<file path="src/rtl/vpic_pkg.sv">
// Shared constants and types for the vectored priority interrupt controller.
// Assumes an 8-bit instruction bus and a 16-bit service address.
package vpic_pkg;
    localparam int BYTE_W = 8;
    localparam int VEC_W  = 2 * BYTE_W;
    localparam int ADDR_W = 2;

    localparam logic [ADDR_W-1:0] REG_MASK = 2'd0;
    localparam logic [ADDR_W-1:0] REG_BASE = 2'd1;
    localparam logic [ADDR_W-1:0] REG_MODE = 2'd2;
    localparam logic [ADDR_W-1:0] REG_EOI  = 2'd3;

    localparam logic [BYTE_W-1:0] CALL_OPCODE = 8'hCD;

    typedef enum logic [1:0] {
        PH_OPCODE = 2'd0,
        PH_VEC_LO = 2'd1,
        PH_VEC_HI = 2'd2
    } ack_phase_t;
endpackage

</file>
<file path="src/rtl/vpic_regs.sv">
// Software-visible configuration: mask, vector base and priority mode.
// Decodes an end-of-interrupt command into a one-cycle pulse.
// Assumes N_IRQ <= DATA_W; writes take effect on the clock edge.
module vpic_regs
    import vpic_pkg::*;
#(
    parameter int N_IRQ  = 8,
    parameter int DATA_W = VEC_W
) (
    input  logic              clk,
    input  logic              rst_n,
    input  logic              wr_en,
    input  logic [ADDR_W-1:0] wr_addr,
    input  logic [DATA_W-1:0] wr_data,
    output logic [N_IRQ-1:0]  mask,
    output logic [DATA_W-1:0] base,
    output logic              rot_mode,
    output logic              eoi_pulse
);
    // Register updates from the write port.
    always_ff @(posedge clk) begin
        if (!rst_n) begin
            mask     <= '0;
            base     <= '0;
            rot_mode <= 1'b0;
        end else if (wr_en) begin
            case (wr_addr)
                REG_MASK: mask     <= wr_data[N_IRQ-1:0];
                REG_BASE: base     <= wr_data;
                REG_MODE: rot_mode <= wr_data[0];
                default:  ;
            endcase
        end
    end

    // End-of-interrupt command strobe.
    always_comb eoi_pulse = wr_en && (wr_addr == REG_EOI);
endmodule

</file>
<file path="src/rtl/vpic_resolver.sv">
// Combinational priority resolver. Lines are ordered starting just after
// low_ptr (most urgent) and ending at low_ptr (least urgent).
// Reports the most urgent candidate request and the most urgent in-service
// line, and whether the request outranks all in-service lines.
// Assumes N_IRQ is a power of two so index arithmetic wraps.
module vpic_resolver #(
    parameter int N_IRQ = 8,
    localparam int IDX_W = $clog2(N_IRQ)
) (
    input  logic [N_IRQ-1:0] irr,
    input  logic [N_IRQ-1:0] mask,
    input  logic [N_IRQ-1:0] isr,
    input  logic [IDX_W-1:0] low_ptr,
    output logic             raise,
    output logic [IDX_W-1:0] req_line,
    output logic             svc_valid,
    output logic [IDX_W-1:0] svc_line
);
    logic [N_IRQ-1:0] cand;
    logic [N_IRQ-1:0] cand_rot;
    logic [N_IRQ-1:0] isr_rot;
    logic             req_found;
    logic [IDX_W-1:0] req_rank;
    logic [IDX_W-1:0] svc_rank;

    // Candidates are active and unmasked.
    always_comb cand = irr & ~mask;

    // Rotate both vectors so rank 0 is the most urgent line.
    for (genvar k = 0; k < N_IRQ; k++) begin : g_rot
        assign cand_rot[k] = cand[low_ptr + IDX_W'(k + 1)];
        assign isr_rot[k]  = isr[low_ptr + IDX_W'(k + 1)];
    end

    // Lowest set rank in a vector.
    function automatic logic [IDX_W:0] first_set(input logic [N_IRQ-1:0] v);
        logic [IDX_W:0] r;
        r = '0;
        for (int k = N_IRQ - 1; k >= 0; k--) begin
            if (v[k]) r = {1'b1, IDX_W'(k)};
        end
        return r;
    endfunction

    // Pick winners and compare ranks for nesting.
    always_comb begin
        {req_found, req_rank} = first_set(cand_rot);
        {svc_valid, svc_rank} = first_set(isr_rot);
        raise    = req_found && (!svc_valid || (req_rank < svc_rank));
        req_line = low_ptr + req_rank + IDX_W'(1);
        svc_line = low_ptr + svc_rank + IDX_W'(1);
    end
endmodule

</file>
<file path="src/rtl/vpic_ack_seq.sv">
// Acknowledge sequencer. Samples ack_n, counts three low pulses and drives
// opcode, vector low byte and vector high byte while ack_n is low.
// The line is frozen on the falling edge of the first pulse.
// Assumes ack_n is synchronous to clk and each level lasts at least one cycle.
module vpic_ack_seq
    import vpic_pkg::*;
#(
    parameter int N_IRQ = 8,
    localparam int IDX_W = $clog2(N_IRQ)
) (
    input  logic              clk,
    input  logic              rst_n,
    input  logic              ack_n,
    input  logic              req_ok,
    input  logic [IDX_W-1:0]  req_line,
    input  logic [VEC_W-1:0]  base,
    output logic              grant,
    output logic              busy,
    output logic [BYTE_W-1:0] data_out,
    output logic              data_oe
);
    logic             ack_q;
    ack_phase_t       phase;
    logic [IDX_W-1:0] line_q;
    logic             fall;
    logic             rise;
    logic [VEC_W-1:0] vector;

    // Edge detection on the strobe.
    always_comb begin
        fall = ack_q && !ack_n;
        rise = !ack_q && ack_n;
    end

    // Strobe history, pulse counter and frozen line.
    always_ff @(posedge clk) begin
        if (!rst_n) begin
            ack_q  <= 1'b1;
            phase  <= PH_OPCODE;
            line_q <= '0;
        end else begin
            ack_q <= ack_n;
            if (fall && phase == PH_OPCODE) line_q <= req_line;
            if (rise) begin
                case (phase)
                    PH_OPCODE: phase <= PH_VEC_LO;
                    PH_VEC_LO: phase <= PH_VEC_HI;
                    default:   phase <= PH_OPCODE;
                endcase
            end
        end
    end

    // Grant on the first falling edge and busy flag for the interrupt line.
    always_comb begin
        grant = fall && (phase == PH_OPCODE) && req_ok;
        busy  = (phase != PH_OPCODE) || !ack_q;
    end

    // Vector address of the frozen line.
    always_comb vector = base + {{(VEC_W - IDX_W - 2){1'b0}}, line_q, 2'b00};

    // Byte mux onto the bus while the strobe is low.
    always_comb begin
        data_oe  = !ack_n;
        data_out = '0;
        if (!ack_n) begin
            case (phase)
                PH_OPCODE: data_out = CALL_OPCODE;
                PH_VEC_LO: data_out = vector[BYTE_W-1:0];
                default:   data_out = vector[VEC_W-1:BYTE_W];
            endcase
        end
    end
endmodule

</file>
<file path="src/rtl/vpic_top.sv">
// Vectored priority interrupt controller top. Holds request and in-service
// registers and the rotation pointer, and ties resolver, configuration and
// acknowledge sequencer together.
// Assumes level-sensitive requests synchronous to clk.
module vpic_top
    import vpic_pkg::*;
#(
    parameter int N_IRQ = 8,
    localparam int IDX_W = $clog2(N_IRQ)
) (
    input  logic              clk,
    input  logic              rst_n,
    input  logic [N_IRQ-1:0]  irq_in,
    input  logic              wr_en,
    input  logic [ADDR_W-1:0] wr_addr,
    input  logic [VEC_W-1:0]  wr_data,
    output logic              int_out,
    input  logic              ack_n,
    output logic [BYTE_W-1:0] data_out,
    output logic              data_oe
);
    logic [N_IRQ-1:0] irr_q;
    logic [N_IRQ-1:0] isr_q;
    logic [N_IRQ-1:0] mask;
    logic [VEC_W-1:0] base;
    logic             rot_mode;
    logic             eoi_pulse;
    logic [IDX_W-1:0] ptr_q;
    logic [IDX_W-1:0] eff_ptr;
    logic             raise;
    logic [IDX_W-1:0] req_line;
    logic             svc_valid;
    logic [IDX_W-1:0] svc_line;
    logic             grant;
    logic             busy;
    logic [N_IRQ-1:0] set_mask;
    logic [N_IRQ-1:0] clr_mask;
    logic             eoi_hit;

    vpic_regs #(.N_IRQ(N_IRQ), .DATA_W(VEC_W)) u_regs (
        .clk(clk), .rst_n(rst_n), .wr_en(wr_en), .wr_addr(wr_addr),
        .wr_data(wr_data), .mask(mask), .base(base), .rot_mode(rot_mode),
        .eoi_pulse(eoi_pulse)
    );

    vpic_resolver #(.N_IRQ(N_IRQ)) u_res (
        .irr(irr_q), .mask(mask), .isr(isr_q), .low_ptr(eff_ptr),
        .raise(raise), .req_line(req_line), .svc_valid(svc_valid),
        .svc_line(svc_line)
    );

    vpic_ack_seq #(.N_IRQ(N_IRQ)) u_ack (
        .clk(clk), .rst_n(rst_n), .ack_n(ack_n), .req_ok(raise),
        .req_line(req_line), .base(base), .grant(grant), .busy(busy),
        .data_out(data_out), .data_oe(data_oe)
    );

    // Fixed priority uses the top line as the permanent lowest.
    always_comb eff_ptr = rot_mode ? ptr_q : IDX_W'(N_IRQ - 1);

    // Bits to set on grant and clear on end of interrupt.
    always_comb begin
        eoi_hit  = eoi_pulse && svc_valid;
        set_mask = grant   ? (N_IRQ'(1) << req_line) : '0;
        clr_mask = eoi_hit ? (N_IRQ'(1) << svc_line) : '0;
    end

    // Request sampling, in-service tracking and rotation pointer.
    always_ff @(posedge clk) begin
        if (!rst_n) begin
            irr_q <= '0;
            isr_q <= '0;
            ptr_q <= IDX_W'(N_IRQ - 1);
        end else begin
            irr_q <= irq_in;
            isr_q <= (isr_q & ~clr_mask) | set_mask;
            if (eoi_hit && rot_mode) ptr_q <= svc_line;
        end
    end

    // Interrupt output, held low during an acknowledge sequence.
    always_comb int_out = raise && !busy;
endmodule

</file>
<file path="config.mk">
export PLATFORM = sky130hd
export DESIGN_NAME = vpic_top
export DESIGN_NICKNAME = d
export VERILOG_FILES = /design/src/rtl/vpic_pkg.sv /design/src/rtl/vpic_regs.sv /design/src/rtl/vpic_resolver.sv /design/src/rtl/vpic_ack_seq.sv /design/src/rtl/vpic_top.sv
export SDC_FILE = /design/constraint.sdc
export NUM_CORES = 1
export LEC_CHECK = 0
export ABC_AREA = 1
export CAP_MARGIN = 20
export CORE_ASPECT_RATIO = 1.5
export CORE_MARGIN = 3
export CORE_UTILIZATION = 45
export DETAILED_ROUTE_END_ITERATION = 8
export GPL_TIMING_DRIVEN = 0
export PLACE_DENSITY = 0.64
export SLEW_MARGIN = 15
export SYNTH_ARGS = -nofsm -noshare
export SYNTH_HDL_FRONTEND = slang
export SYNTH_SLANG_ARGS = --single-unit
</file>
<file path="constraint.sdc">
create_clock -name clk -period 3.6 [get_ports clk]
set_input_delay 0.54 -clock clk [delete_from_list [all_inputs] [get_ports clk]]
set_output_delay 0.54 -clock clk [all_outputs]
set_load 0.02 [all_outputs]
</file>
==> results by stage <==
Outcome:
- The flow ran to the end, and the final reports show no timing, DRC or antenna violations.

Placed design:
- The detailed placer's ending HPWL is approximately 7400 µm.
- The post-placement setup slack is -0.548 ns.
- The global placer's final weighted congestion is between 0.9 and 1.
- Once placement finished, the instance area stood at roughly 0.0039 mm².
- Counting tap cells, the placed design contains a total of 677 instances.
- The number of I/O port buffers is 39.

GRT:
- The number of antenna violations at the first check in global routing came to 0.
- The total track usage is 21.6%.
- The via count of the first global-routing pass is 3402.
- The global route total overflow is 0.
- Entering global routing, the biggest net connects 16 pins.
- The global-route wire length before repair is about 15000 µm.

Logic synthesis:
- A synthesized cell averages 6.20 µm².
- The cell area that synthesis handed to floorplanning was 0.00335 mm².
- The post-synthesis async set-or-reset flop share is 0%.
- Sequential cells were found to cover 29.9% of the synthesized design area.
- The number of synthesis warnings is 0.
- The number of enable flip-flop cells after synthesis is 0.
- The number of standard cells after synthesis is 541.
- The most used flip-flop cell after synthesis is dfxtp_1.
- Counting flops and latches in the post-synthesis netlist gives 50.
- The count of cell types in the netlist is 34.
- The number of nets handed over by synthesis was 582.

Route:
- The detailed-routing iteration count for the pre-antenna-repair pass is 4.
- The wire length per cell is 13.2 µm.
- The final antenna-violating net count is 0.
- The total length of routed wires is 9300 µm.
- The via-per-instance ratio is between 5 and 6.
- For this run, design rule violations remaining after detail routing come to 0.
- The final route contains around 3600 vias.
- For this block, the initial DRC count from the detailed router was between 150 and 200.

STA:
- Setup violations remaining at the end of the flow were counted as 0.
- The fraction of the cycle the final worst path needs is just under 100%.
- At the pin with the least slew margin, the transition time is between 0.8 and 0.9 ns.
- The setup total negative slack is 0 ns.
- In the post-route analysis, the smallest setup slack over all paths is 0.0354 ns.
- The final count of hold timing violations was 0.
- Setup repair after global routing could not meet its margin everywhere.
- Clock skew on the completed layout was measured at 0.00452 ns.
- The maximum achievable frequency is approximately 280 MHz.
- The minimum clock period is 3.56 ns.
- The max-slew violation count is 0.
- The tightest slew margin relative to the limit is 45.1%.

Power and ir drop:
- The sequential share of power is 45.6%.
- Of the total power, the share spent switching nets is 32.0%.
- Across the VDD grid, the largest voltage drop is 176 µV.
- Summed over all nets, the switching power comes to 0.000419 W.
- Dividing total power by cell area gives a power density of slightly above 300 mW/mm².
- The leakage dissipation is ~2 nW.
- Per report_power, the combinational group accounts for 28.2% of the total.
- The clock share of power is 26.2%.
- The internal power of the cells totals 0.000891 W.

Clock tree:
- Clock-pin slew was measured on the worst setup and hold paths at roughly 0.090 ns.
- Hold repair after CTS inserted 0 buffers.
- TritonCTS built the clock tree.
- CTS built an H-tree with a depth of 2.
- TritonCTS created 5 clock buffers.
- Counting along the longest clock path gives a buffer depth of 2.
- The root buffer selected by CTS is clkbuf_8.
- The number of clock sinks is 50.
- The clock insertion delay at the later pin of the skew report is 0.30 ns.

Job:
- The reported max-cap violation count is 0.

Setup path:
- In this run the worst path has a maximum fanout of 7.
- The startpoint-to-endpoint class of the critical path is flop to primary output.
- For this run, the slowest stage of the critical path takes 0.39 ns.
- At the worst endpoint, the required time is 3.06 ns.
- The startpoint type of the worst setup path is a flop.
- The slowest stage cell on the critical path is dfxtp_4.
- The critical path goes through inv_6, nor2_4, clkinv_4, ha_4, nand3_1, o21ai_2, nand2_2, o21ai_4, nand2_4, nor2_4, inv_2, nor2_4, ha_4, a21oi_2, nand2_2, nand2_4, nand2_2, nor3_2, buf_4.
- The worst setup path is captured at a primary output.
- The data arrival time of the critical path is roughly 3.0 ns.

Die:
- After floorplanning, the core was divided into 37 placement rows.
- In this run the standard cell core region covers 0.00704 mm².
- The die outline area is 0.00854 mm².
- 40 I/O pins were placed.
- The vertical die dimension is 112 µm.
- Once the floorplan was initialized, standard cells occupied 47.6% of the core.
- The floorplan die width is 76.5 µm.

Finish:
- The post-layout net count is about 650.
- The layout overhead on the synthesized area is 27.6%.
- In the layout the commonest cells are nand2_1 (137), inv_1 (63), nor2_1 (61), dfxtp_1 (48), nand3_1 (39).
- The number of filler instances in the final layout is around 700.
- The leading cell type in the layout, fill and taps excluded is nand2_1.
- After routing the design area is 0.00428 mm².
- The post-route netlist has ~16% of its cells at a drive strength greater than 1.
- The number of antenna repair diodes is 0.
- The final instance count without filler cells is 704.

Worst hold path:
- The kind of path behind the tightest hold check is flop to flop.
==> cell families (layout without fill, tap and decap cells) <==
family	count (synthesis)	after routing	share of synthesized area, %
fa+ha+maj	11	11	4.78
buf+inv	87	153	10.3
xor+xnor	6	6	2.35
flops	50	50	29.9
simple gates	282	282	35.9
compound gates	105	105	16.8
==> critical path, delay by kind of cell, from the launching register on <==
kind / cells / cell delay (ns)
AO/OA/AOI/OAI: 3 / 0.33
buffers and inverters: 4 / 0.37
AND/OR/NAND/NOR: 10 / 1.07
flip-flops: 1 / 0.39
adder cells (fa/ha/maj): 2 / 0.54
==> worst paths after layout <==
kind                        start              to  slack, ns  depth (start not counted)
setup reg to reg  u_regs.rot_mode        isr_q[0]       0.25                         23
hold reg to reg    u_regs.mask[6]  u_regs.mask[6]       0.49                          2
setup / recovery  u_regs.rot_mode         int_out       0.04                         19
hold / removal     u_regs.mask[6]  u_regs.mask[6]       0.49                          2
==> layout make-up <==
type                    count  area [µm²]  area share, %
well taps                  97         121           2.84
clock buffers               6        82.6           1.93
multi-input cells         404        2170           50.8
inverters                  75         294           6.87
repair buffers             58         519           12.1
clock inverters             2        12.5          0.292
plain buffers              12        67.6           1.58
flip-flops and latches     50        1010           23.6
==> cells in the mapped netlist (all sizes together) (2+ instances only) <==
cell | count | area (µm²)
nand2 | 153 | 597
inv | 75 | 282
nor2 | 72 | 298
o21ai | 57 | 300
dfxtp | 50 | 1000
a21oi | 40 | 200
nand3 | 39 | 195
nand4 | 11 | 68.8
clkbuf | 8 | 30.0
ha | 8 | 100
buf | 4 | 33.8
a31oi | 3 | 18.8
fa | 3 | 60.1
nor3 | 3 | 15.0
xnor2 | 3 | 45.1
xor2 | 3 | 33.8
nand3b | 2 | 18.8
or2 | 2 | 12.5
==> through the flow <==
stage / hold slack (ns) / total power (W) / util (%)
after floorplan: 0.444 / 0.000806 / -
after global placement: 0.471 / 0.000915 / 54.9
after detailed placement: 0.475 / 0.000919 / 54.9
after CTS: 0.490 / 0.00127 / 57.1
after global routing: 0.516 / 0.00139 / 60.8
final: 0.495 / 0.00131 / 60.8
==> registers in the layout (all words and copies together) (netlist names) <==
register	cells
u_regs.base	16
irr_q	8
isr_q	8
u_regs.mask	8
ptr_q	3
u_ack.line_q	3
u_ack.phase	2
u_ack.ack_q	1
u_regs.rot_mode	1
==> routing by layer <==
| layer | global-route usage, % | part of all wire, % | vias to the layer above |
|---|---|---|---|
| li1 | - | - | 1874 |
| met4 | 9.92 | 4.6 | 0 |
| met1 | 22.6 | 37 | 1601 |
| met3 | 2.43 | 4.3 | 27 |
| met2 | 42.3 | 54 | 90 |
| met5 | 0 | 0 | - |
==> timing repair <==
item / in CTS / in global routing
gates resized for setup: 24 / 47
hold endpoints to repair: 0 / 0
endpoints found under the setup margin: 5 / 7
setup buffers: 3 / 16
pin swaps: 6 / 17
==> power by group through the flow <==
stage	registers [W]	clock network, W	logic, W
after global placement	0.000611	0	0.000304
after CTS	0.000599	0.000352	0.000315
after floorplan	0.000606	0	0.000200
final	0.000598	0.000343	0.000370
after global routing	0.000602	0.000374	0.000413
after detailed placement	0.000612	0	0.000308
(Power assumes the default switching activity.)
